[src/rtl/uart_tx_pkg.sv]
package uart_tx_pkg;

  localparam int MAX_DATA = 9;

  typedef enum logic [1:0] {
    LEN_7    = 2'd0,
    LEN_8    = 2'd1,
    LEN_9    = 2'd2,
    LEN_RSVD = 2'd3
  } len_code_e;

  typedef enum logic [1:0] {
    PAR_NONE = 2'd0,
    PAR_RSVD = 2'd1,
    PAR_EVEN = 2'd2,
    PAR_ODD  = 2'd3
  } par_code_e;

  // number of data bits for a length code; the reserved code falls back to 8
  function automatic int data_bits(logic [1:0] code);
    case (code)
      LEN_7:   return 7;
      LEN_9:   return 9;
      default: return 8;
    endcase
  endfunction

endpackage

[src/rtl/uart_tx_framer.sv]
module uart_tx_framer
  import uart_tx_pkg::*;
#(
  parameter int FRAME_W = 1 + MAX_DATA + 1 + 2,
  parameter int BITS_W  = $clog2(FRAME_W + 1)
) (
  input  logic [MAX_DATA-1:0] data,
  input  logic [1:0]          len,
  input  logic [1:0]          par,
  input  logic                stop2,
  output logic [FRAME_W-1:0]  frame,
  output logic [BITS_W-1:0]   nbits
);

  int   n_data;
  int   total;
  logic par_on;
  logic ones;

  always_comb begin
    n_data = data_bits(len);
    par_on = (par == PAR_EVEN) || (par == PAR_ODD);
    ones   = 1'b0;
    frame  = '1;          // unused tail positions stay at stop level
    frame[0] = 1'b0;      // start bit
    for (int i = 0; i < MAX_DATA; i++) begin
      if (i < n_data) begin
        frame[1 + i] = data[i];
        ones         = ones ^ data[i];
      end
    end
    for (int j = 0; j < FRAME_W; j++) begin
      if (par_on && (j == 1 + n_data)) begin
        frame[j] = ones ^ (par == PAR_ODD);
      end
    end
    total = 1 + n_data + (par_on ? 1 : 0) + (stop2 ? 2 : 1);
    nbits = BITS_W'(total);
  end

endmodule

[src/rtl/uart_tx_serializer.sv]
module uart_tx_serializer #(
  parameter int FRAME_W       = 13,
  parameter int BITS_W        = $clog2(FRAME_W + 1),
  parameter int TICKS_PER_BIT = 16
) (
  input  logic               clk,
  input  logic               rst,
  input  logic               en,
  input  logic               tick,
  input  logic               load,
  input  logic [FRAME_W-1:0] frame,
  input  logic [BITS_W-1:0]  nbits,
  output logic               txd,
  output logic               busy
);

  localparam int CNT_W = (TICKS_PER_BIT > 1) ? $clog2(TICKS_PER_BIT) : 1;
  localparam logic [CNT_W-1:0] LAST_TICK = CNT_W'(TICKS_PER_BIT - 1);

  logic [FRAME_W-1:0] shreg;
  logic [CNT_W-1:0]   tcnt;
  logic [BITS_W-1:0]  left;

  always_ff @(posedge clk) begin
    if (rst || !en) begin
      shreg <= '1;
      tcnt  <= '0;
      left  <= '0;
      busy  <= 1'b0;
    end else if (load) begin
      shreg <= frame;
      tcnt  <= '0;
      left  <= nbits;
      busy  <= 1'b1;
    end else if (busy && tick) begin
      if (tcnt == LAST_TICK) begin
        tcnt  <= '0;
        shreg <= {1'b1, shreg[FRAME_W-1:1]};
        left  <= left - BITS_W'(1);
        if (left == BITS_W'(1)) busy <= 1'b0;
      end else begin
        tcnt <= tcnt + CNT_W'(1);
      end
    end
  end

  assign txd = shreg[0];

  AST_LINE_HIGH_OFF: assert property (@(posedge clk) disable iff (rst)
    !en |=> txd);
  AST_START_LOW: assert property (@(posedge clk) disable iff (rst)
    (load && en) |=> !txd);
  AST_HOLD_NO_TICK: assert property (@(posedge clk) disable iff (rst)
    (en && busy && !tick && !load) |=> $stable(txd));
  AST_IDLE_HIGH: assert property (@(posedge clk) disable iff (rst)
    (en && !busy && !load) |=> txd);

endmodule

[src/rtl/uart_tx_core.sv]
module uart_tx_core
  import uart_tx_pkg::*;
#(
  parameter int TICKS_PER_BIT = 16
) (
  input  logic                clk,
  input  logic                rst,
  input  logic                cfg_en,
  input  logic [1:0]          cfg_len,
  input  logic [1:0]          cfg_par,
  input  logic                cfg_stop2,
  input  logic                bit_tick,
  input  logic                tx_valid,
  input  logic [MAX_DATA-1:0] tx_data,
  output logic                tx_ready,
  output logic                txd
);

  localparam int FRAME_W = 1 + MAX_DATA + 1 + 2;
  localparam int BITS_W  = $clog2(FRAME_W + 1);

  logic [FRAME_W-1:0] frame;
  logic [BITS_W-1:0]  nbits;
  logic               busy;
  logic               load;

  uart_tx_framer #(
    .FRAME_W (FRAME_W),
    .BITS_W  (BITS_W)
  ) i_framer (
    .data  (tx_data),
    .len   (cfg_len),
    .par   (cfg_par),
    .stop2 (cfg_stop2),
    .frame (frame),
    .nbits (nbits)
  );

  uart_tx_serializer #(
    .FRAME_W       (FRAME_W),
    .BITS_W        (BITS_W),
    .TICKS_PER_BIT (TICKS_PER_BIT)
  ) i_ser (
    .clk   (clk),
    .rst   (rst),
    .en    (cfg_en),
    .tick  (bit_tick),
    .load  (load),
    .frame (frame),
    .nbits (nbits),
    .txd   (txd),
    .busy  (busy)
  );

  assign tx_ready = cfg_en && !busy;
  assign load     = tx_valid && tx_ready;

  AST_READY_DROPS: assert property (@(posedge clk) disable iff (rst)
    (tx_valid && tx_ready && cfg_en) |=> !tx_ready);
  AST_READY_ON_ENABLE: assert property (@(posedge clk) disable iff (rst)
    $rose(cfg_en) |-> tx_ready);
  AST_NO_READY_OFF: assert property (@(posedge clk) disable iff (rst)
    !cfg_en |-> !tx_ready);

endmodule

[config.mk]
export PLATFORM = sky130hd
export DESIGN_NAME = uart_tx_core
export DESIGN_NICKNAME = d
export VERILOG_FILES = /design/src/rtl/uart_tx_pkg.sv /design/src/rtl/uart_tx_framer.sv /design/src/rtl/uart_tx_serializer.sv /design/src/rtl/uart_tx_core.sv
export SDC_FILE = /design/constraint.sdc
export NUM_CORES = 1
export LEC_CHECK = 0
export ABC_CLOCK_PERIOD_IN_PS = 4700
export BUFFER_PORTS_ARGS = -buffer_cell sky130_fd_sc_hd__buf_2
export CAP_MARGIN = 15
export CELL_PAD_IN_SITES_DETAIL_PLACEMENT = 0
export CELL_PAD_IN_SITES_GLOBAL_PLACEMENT = 1
export CORE_ASPECT_RATIO = 1.25
export CORE_MARGIN = 2
export CORE_UTILIZATION = 25
export CTS_CLUSTER_DIAMETER = 120
export DETAILED_ROUTE_END_ITERATION = 8
export GPL_ROUTABILITY_DRIVEN = 0
export PLACE_DENSITY_LB_ADDON = 0.2
export SLEW_MARGIN = 10
export SYNTH_ARGS = -nofsm -noshare
export SYNTH_HDL_FRONTEND = slang
export SYNTH_SLANG_ARGS = --single-unit
[constraint.sdc]
create_clock -name clk -period 4.7 [get_ports clk]
set_input_delay 1.175 -clock clk [delete_from_list [all_inputs] [get_ports clk]]
set_output_delay 1.175 -clock clk [all_outputs]
set_load 0.02 [all_outputs]
==> summary.txt, run 1 <==
Floorplan
  • Core area: 0.004765 sq mm
  • Die X: 67.09 um
  • # IOs: 21
  • Die Y-Extent: 82.86 um
  • FP Rows: 28
  • DIE AREA: between 0.005 and 0.006 sq mm
  • Initial Util: 0.2610

Placed design
  • Dpl cell area: about 0.0014 sq mm
  • Port bufs: 20
  • Hpwl dp: 1994 um

Worst setup path
  • Cell repeated most along the worst path: buf_2
  • WP data required: 3520 ps
  • Crit path max-delay family: buffers and inverters
  • CP cell instances: buf_2 -> nor2b_1 -> buf_2
  • Crit Reg-Reg Endpoint: i_ser.shreg[9]
  • CP Capture Type: primary output
  • Delay of the slowest critical-path stage: around 170 ps
  • WP data arrival: 1580 ps
  • R2r setup slk: 2560 ps
  • WP buf/inv: 2
  • RR Startpoint: i_ser.busy
  • Worst setup SP type: input port
  • Worst Path Max Fanout: 5
  • Slowest stage cell, crit path: buf_2
  • WS Path Type: in2out
  • Worst r2r path cells: 5

CTS
  • Clk_lat worst skew: 260 ps
  • CTS Buf Count: 3
  • H-Tree Depth: 1
  • Root Driver: clkbuf_8
  • Post-CTS Setup Bufs: 0
  • CTS max path bufs: 2
  • Hold_buf cts: 0
  • CTS tree: built
  • Post-CTS sizing: 0
  • Sink Count: 22
  • Clk slew on worst S/H paths: 80 ps

Logic synthesis
  • Largest cells by area after synthesis: dfxtp_1, xnor2_1, nand2_1
  • Net Count, Synth: 179
  • Synth top area share: 0.3541
  • Leading area contributor after synthesis: dfxtp_1
  • Yosys warns: 0
  • Syn Inst Count: 155
  • Synthesized cell area: 0.001244 sq mm
  • #FFs+latches synth: 22
  • Post-synthesis sequential area ratio: 0.3541
  • Syn avg cell area: 8.024 sq um
  • Distinct cells, synth: 36

STA
  • Tmin final: 2757 ps
  • Max-slew violation count: 0
  • Min Hold Slack: 459.7 ps
  • Fmax: ~360 MHz
  • Setup violations, final: 0
  • Clock skew: approximately 2.2 ps
  • Final hold violations: 0
  • Slew headroom: 0.4968
  • Worst-Margin Slew: between 700 and 800 ps
  • RSZ-0062 raised after global routing: false
  • Setup TNS: 0 ps
  • Tcrit/Tclk final: 0.5867

Power and ir drop
  • Part of the power in registers: 0.525
  • Peak VDD IR: between 90 and 100 uV
  • Pint: roughly 270 uW
  • Logic gate share of total power: 0.161
  • Clock share of power: 0.314
  • Sw Ratio: 0.2544
  • Pwr/cell area: 260.5 mW/mm^2
  • Power Total: 367.4 uW
  • P_sw: 93.44 uW
  • Leak Pwr: 0.5928 nW

Drt
  • Routed WL per cell: 11.66 um
  • First-pass DRT Iterations: 4
  • Routed Antenna Nets: 0
  • WL final: 2671 um
  • Drc violations: 0
  • Via/cell ratio: 4.738
  • Vias: 1085
  • DRT iter0 DRCs: 33

Global routing
  • Vias in the first global route: 1058
  • Grt total ovfl: 0
  • First-pass GRT wire length: 4526 um
  • Total GRT Usage: 0.1009
  • Initial antenna violation count: 0
  • Largest net degree at the start of global routing: 22

Status
  • Status: finished clean

Cells and area
  • Share of cells above drive strength 1: 0.1420
  • Ant diodes: 0
  • Design Area, Final: 0.001410 sq mm
  • Layout area overhead: 13.38%
  • Fill cell count: approximately 550
  • Final nets: 195
  • Final core utilization: 0.2960

Min path
  • Min-Delay Path Depth: 1
  • Hold path start: i_ser.shreg[12]
  • Hold EP: i_ser.shreg[12]
  • Min-delay worst type: reg2reg

Run
  • Max Cap Viol: 0
[worst max-delay path by stage]
stage             start             end  slack (ps)  cells past startpoint
3_3_place_gp   bit_tick  i_ser.shreg[9]        1820                      6
6_report         cfg_en        tx_ready        1940                      3
4_1_cts          cfg_en        tx_ready        1940                      3
5_1_grt        bit_tick  i_ser.shreg[9]        1870                      6
2_1_floorplan    cfg_en        tx_ready        2020                      1
3_5_place_dp   bit_tick  i_ser.shreg[9]        1790                      6
[cells in the mapped netlist]
master and n:
nor3_1 2, buf_2 1, clkbuf_1 6, and3b_1 1, o211ai_1 1, nand3b_1 1
dfxtp_1 22, a211oi_1 2, nand2_1 22, or3_1 3, a32oi_1 1, xnor2_1 11
o41ai_1 1, nor2b_1 2, nor2_1 14, o21ai_0 12, o211a_1 1, o31ai_1 1
o22ai_1 1, a21boi_0 2, and2_1 1, mux2i_1 3, nor3b_1 1, ha_1 3
mux2_2 1, inv_1 7, nand2b_1 4, and3_1 9, a21oi_1 7, nor4_1 2
fa_1 2, nand4_1 2, buf_6 2, a31oi_1 1, nor4b_1 1, nand3_1 2
[metrics by stage]
stage	setup WS, ps	std cells
3_5_place_dp	1788	226
5_1_grt	1871	229
4_1_cts	1940	229
2_1_floorplan	2023	155
3_3_place_gp	1825	226
6_report	1943	229
[layout make-up]
| cell class | instances | area, sq um | share of cell area |
|---|---|---|---|
| Inverter | 7 | 26.28 | 0.01863 |
| Timing Repair Buffer | 20 | 100.1 | 0.07099 |
| Sequential cell | 22 | 440.4 | 0.3123 |
| Multi-Input combinational cell | 117 | 726.9 | 0.5155 |
| Tap cell | 60 | 75.07 | 0.05324 |
| Clock buffer | 3 | 41.29 | 0.02928 |
[power groups by stage]
stage / Sequential [mW] / Combinational, mW / Clock (mW)
6_report: 0.193 / 0.0590 / 0.115
5_1_grt: 0.194 / 0.0675 / 0.126
4_1_cts: 0.193 / 0.0606 / 0.123
3_5_place_dp: 0.197 / 0.0600 / 0
3_3_place_gp: 0.197 / 0.0601 / 0
2_1_floorplan: 0.197 / 0.0400 / 0
[flip-flops by register name, summed over array words and instances, names as in the netlist]
| name | flops |
|---|---|
| i_ser.busy | 1 |
| i_ser.left | 4 |
| i_ser.shreg | 13 |
| i_ser.tcnt | 4 |
[placed cells by master (no fill, tap or decap), types with 3 or more instances in the layout]
master	instances
clkbuf_8	3
or3_1	3
ha_1	3
o21ai_0	12
dfxtp_1	22
and3_1	9
nand2b_1	4
inv_1	7
nor2_1	14
mux2i_1	3
xnor2_1	11
nand2_1	22
buf_2	20
a21oi_1	7
[layer usage]
metal,wire (um),track usage
met1,1176,0.1251
met2,1369,0.1782
met3,100,0.01626
met4,25,0.02226
met5,0,0
[cell families after synthesis]
| family | after synthesis | share of synthesized area |
|---|---|---|
| AND/OR/NAND/NOR | 67 | 0.2666 |
| AO/OA/AOI/OAI | 30 | 0.1449 |
| flip-flops | 22 | 0.3541 |
| buffers and inverters | 16 | 0.06137 |
| XOR/XNOR | 11 | 0.07746 |
| adder cells (fa/ha/maj) | 5 | 0.06238 |
| multiplexers | 4 | 0.03320 |
[worst register-to-register path, cell delays in order (launching register included)]
cell and delay [ps]:
dfxtp_1 510, and3_1 250, and3_1 620, mux2_2 410, a21oi_1 150, o31ai_1 90
Power figures use the tool's default switching activity.
==> inputs of run 2 (changes only) <==
ABC_CLOCK_PERIOD_IN_PS = 2400   (was 4700)
clock period = 2.4 ns   (was 4.7 ns; I/O delays follow)
==> run 2 against run 1 <==
  * Clock power grew 130%
  * Largest cell class unchanged
  * Sequential share of layout area shrank 1.3 points
  * Non-clock buffer count grew 6
  * Count of clock-buffer cells in the layout grew 1
==> summary.txt, run 2 (synthesized netlist as in run 1, its figures left out) <==
Status
  • Status: finished clean (unchanged)

STA
  • Setup violations, final: 0 (unchanged)
  • Setup TNS: 0 ps (unchanged)
  • Tcrit/Tclk final: 0.7283
  • Tmin final: around 1700 ps
  • Max-slew violation count: 0 (unchanged)
  • Clock skew: 6.596 ps (was 2.232 ps)
  • Slew headroom: 0.7229 (was 0.4968)
  • Worst-Margin Slew: 415.6 ps (was 753.3 ps)
  • Final hold violations: 0 (unchanged)
  • Fmax: between 500 and 600 MHz
  • Final worst slack: 652.0 ps (was 1943 ps)
  • RSZ-0062 raised after global routing: false (unchanged)

Global routing
  • Total GRT Usage: 0.1051 (was 0.1009)
  • Initial antenna violation count: 0 (unchanged)
  • Vias in the first global route: 1065 (was 1058)
  • Grt total ovfl: 0 (unchanged)
  • First-pass GRT wire length: 4740 um (was 4526 um)
  • Largest net degree at the start of global routing: 18 (was 22)

Cells and area
  • Layout area overhead: 18.11% (was 13.38%)
  • Final nets: 201 (was 195)
  • Ant diodes: 0 (unchanged)
  • Max reg flops: 13 (unchanged)
  • Design Area, Final: 0.001469 sq mm (was 0.001410 sq mm)
  • Largest registers: i_ser.shreg x13, i_ser.left x4, i_ser.tcnt x4 (unchanged)
  • Reg with most FFs: i_ser.shreg (unchanged)
  • Share of cells above drive strength 1: 0.1761 (was 0.1420)
  • Commonest non-fill, non-tap cells in the layout: nand2_1, dfxtp_1, buf_2, nor2_1, o21ai_0 (unchanged)

Placed design
  • Dpl cell area: 0.001414 sq mm (was 0.001369 sq mm)
  • Port bufs: 20 (unchanged)
  • Dpl ws: 359.8 ps (was 1788 ps)
  • Hpwl dp: 2173 um (was 1994 um)

Power and ir drop
  • Pwr/cell area: 519.4 mW/mm^2 (was 260.5 mW/mm^2)
  • Sw Ratio: 0.2483 (was 0.2544)
  • Power Total: 763.0 uW (was 367.4 uW)
  • Peak VDD IR: 188.5 uV (was 93.63 uV)
  • Part of the power in registers: 0.494 (was 0.525)
  • P_sw: 189.4 uW (was 93.44 uW)
  • Leak Pwr: 0.6300 nW (was 0.5928 nW)
  • Pint: 573.6 uW (was 273.9 uW)
  • Clock share of power: 0.347 (was 0.314)
  • Logic gate share of total power: 0.159 (was 0.161)

Drt
  • Routed WL per cell: 11.75 um (was 11.66 um)
  • WL final: 2773 um (was 2671 um)
  • DRT iter0 DRCs: 37 (was 33)
  • Vias: 1085 (unchanged)
  • Via/cell ratio: 4.597 (was 4.738)
  • First-pass DRT Iterations: 4 (unchanged)
  • Drc violations: 0 (unchanged)
  • Routed Antenna Nets: 0 (unchanged)

Worst setup path
  • WP data required: 2600 ps (was 3520 ps)
  • RR Startpoint: i_ser.tcnt[0] (was i_ser.busy)
  • WP data arrival: 1940 ps (was 1580 ps)
  • Worst Path Max Fanout: 4 (was 5)
  • Crit path from: cfg_len[0] (was cfg_en)
  • Worst setup SP type: input port (unchanged)
  • WS Path Type: in2reg (was in2out)
  • CP Capture Type: flip-flop (was primary output)

CTS
  • CTS Buf Count: 3 (unchanged)
  • Sink Count: 22 (unchanged)
  • Post-CTS sizing: 0 (unchanged)
  • H-Tree Depth: 1 (unchanged)
  • CTS tree: built (unchanged)
  • Hold_buf cts: 0 (unchanged)
  • Clk_lat worst skew: 260 ps (about the same)
  • Clk slew on worst S/H paths: 80 ps (about the same)
  • Post-CTS Setup Bufs: 0 (unchanged)
  • Root Driver: clkbuf_8 (unchanged)
  • CTS max path bufs: 2 (unchanged)

Floorplan
  • FP Rows: 28 (unchanged)
  • Core area: 0.004765 sq mm (unchanged)
  • Initial Util: 0.2610 (unchanged)
  • Die Y-Extent: 82.86 um (unchanged)
  • DIE AREA: 0.005558 sq mm (unchanged)
  • # IOs: 21 (unchanged)
  • Die X: 67.09 um (unchanged)

Min path
  • Min-delay worst type: reg2reg (unchanged)
  • Hold path start: i_ser.shreg[12] (unchanged)

Run
  • Max Cap Viol: 0 (unchanged)
==> run 2: path summary, 6_finish.rpt <==
kind	slack, ps	cells past startpoint	to
max reg2reg	680	6	i_ser.shreg[9]
min	450	1	i_ser.shreg[12]
max	650	6	i_ser.left[1]
min reg2reg	450	1	i_ser.shreg[12]
==> run 2: area by class of cell <==
type	count	area (sq um)
multi-input cells	117	726.9
clock buffers	4	55.05
fillers	553	3296
repair buffers	26	145.1
flip-flops and latches	22	440.4
well taps	60	75.07
inverters	7	26.28
==> run 2: worst max-delay path: stages <==
cell	delay, ps
buf_2	100
inv_1	80
fa_1	440
fa_1	460
nand2b_1	150
a21oi_1	120
==> run 2: through the flow <==
stage / utilization / hold slack (ps) / cells
floorplan: - / 415.3 / 155
global placement: 0.2967 / 429.5 / 232
detailed placement: 0.2967 / 432.7 / 232
CTS: 0.3083 / 454.4 / 236
global route: 0.3083 / 482.5 / 236
finish: 0.3083 / 445.2 / 236
==> run 2: power groups by stage <==
| stage | combinational, mW | sequential [mW] | clock (mW) |
|---|---|---|---|
| floorplan | 0.0784 | 0.385 | 0 |
| global placement | 0.122 | 0.385 | 0 |
| detailed placement | 0.122 | 0.385 | 0 |
| CTS | 0.123 | 0.377 | 0.276 |
| global route | 0.136 | 0.378 | 0.296 |
| finish | 0.121 | 0.377 | 0.265 |
==> run 2: per-layer routing <==
layer | wire length (um) | part of all wire | GRT usage
met1 | 1246 | 0.45 | 0.1364
met2 | 1414 | 0.51 | 0.1800
met3 | 69 | 0.025 | 0.01220
met4 | 42 | 0.015 | 0.02783
met5 | 0 | 0 | 0
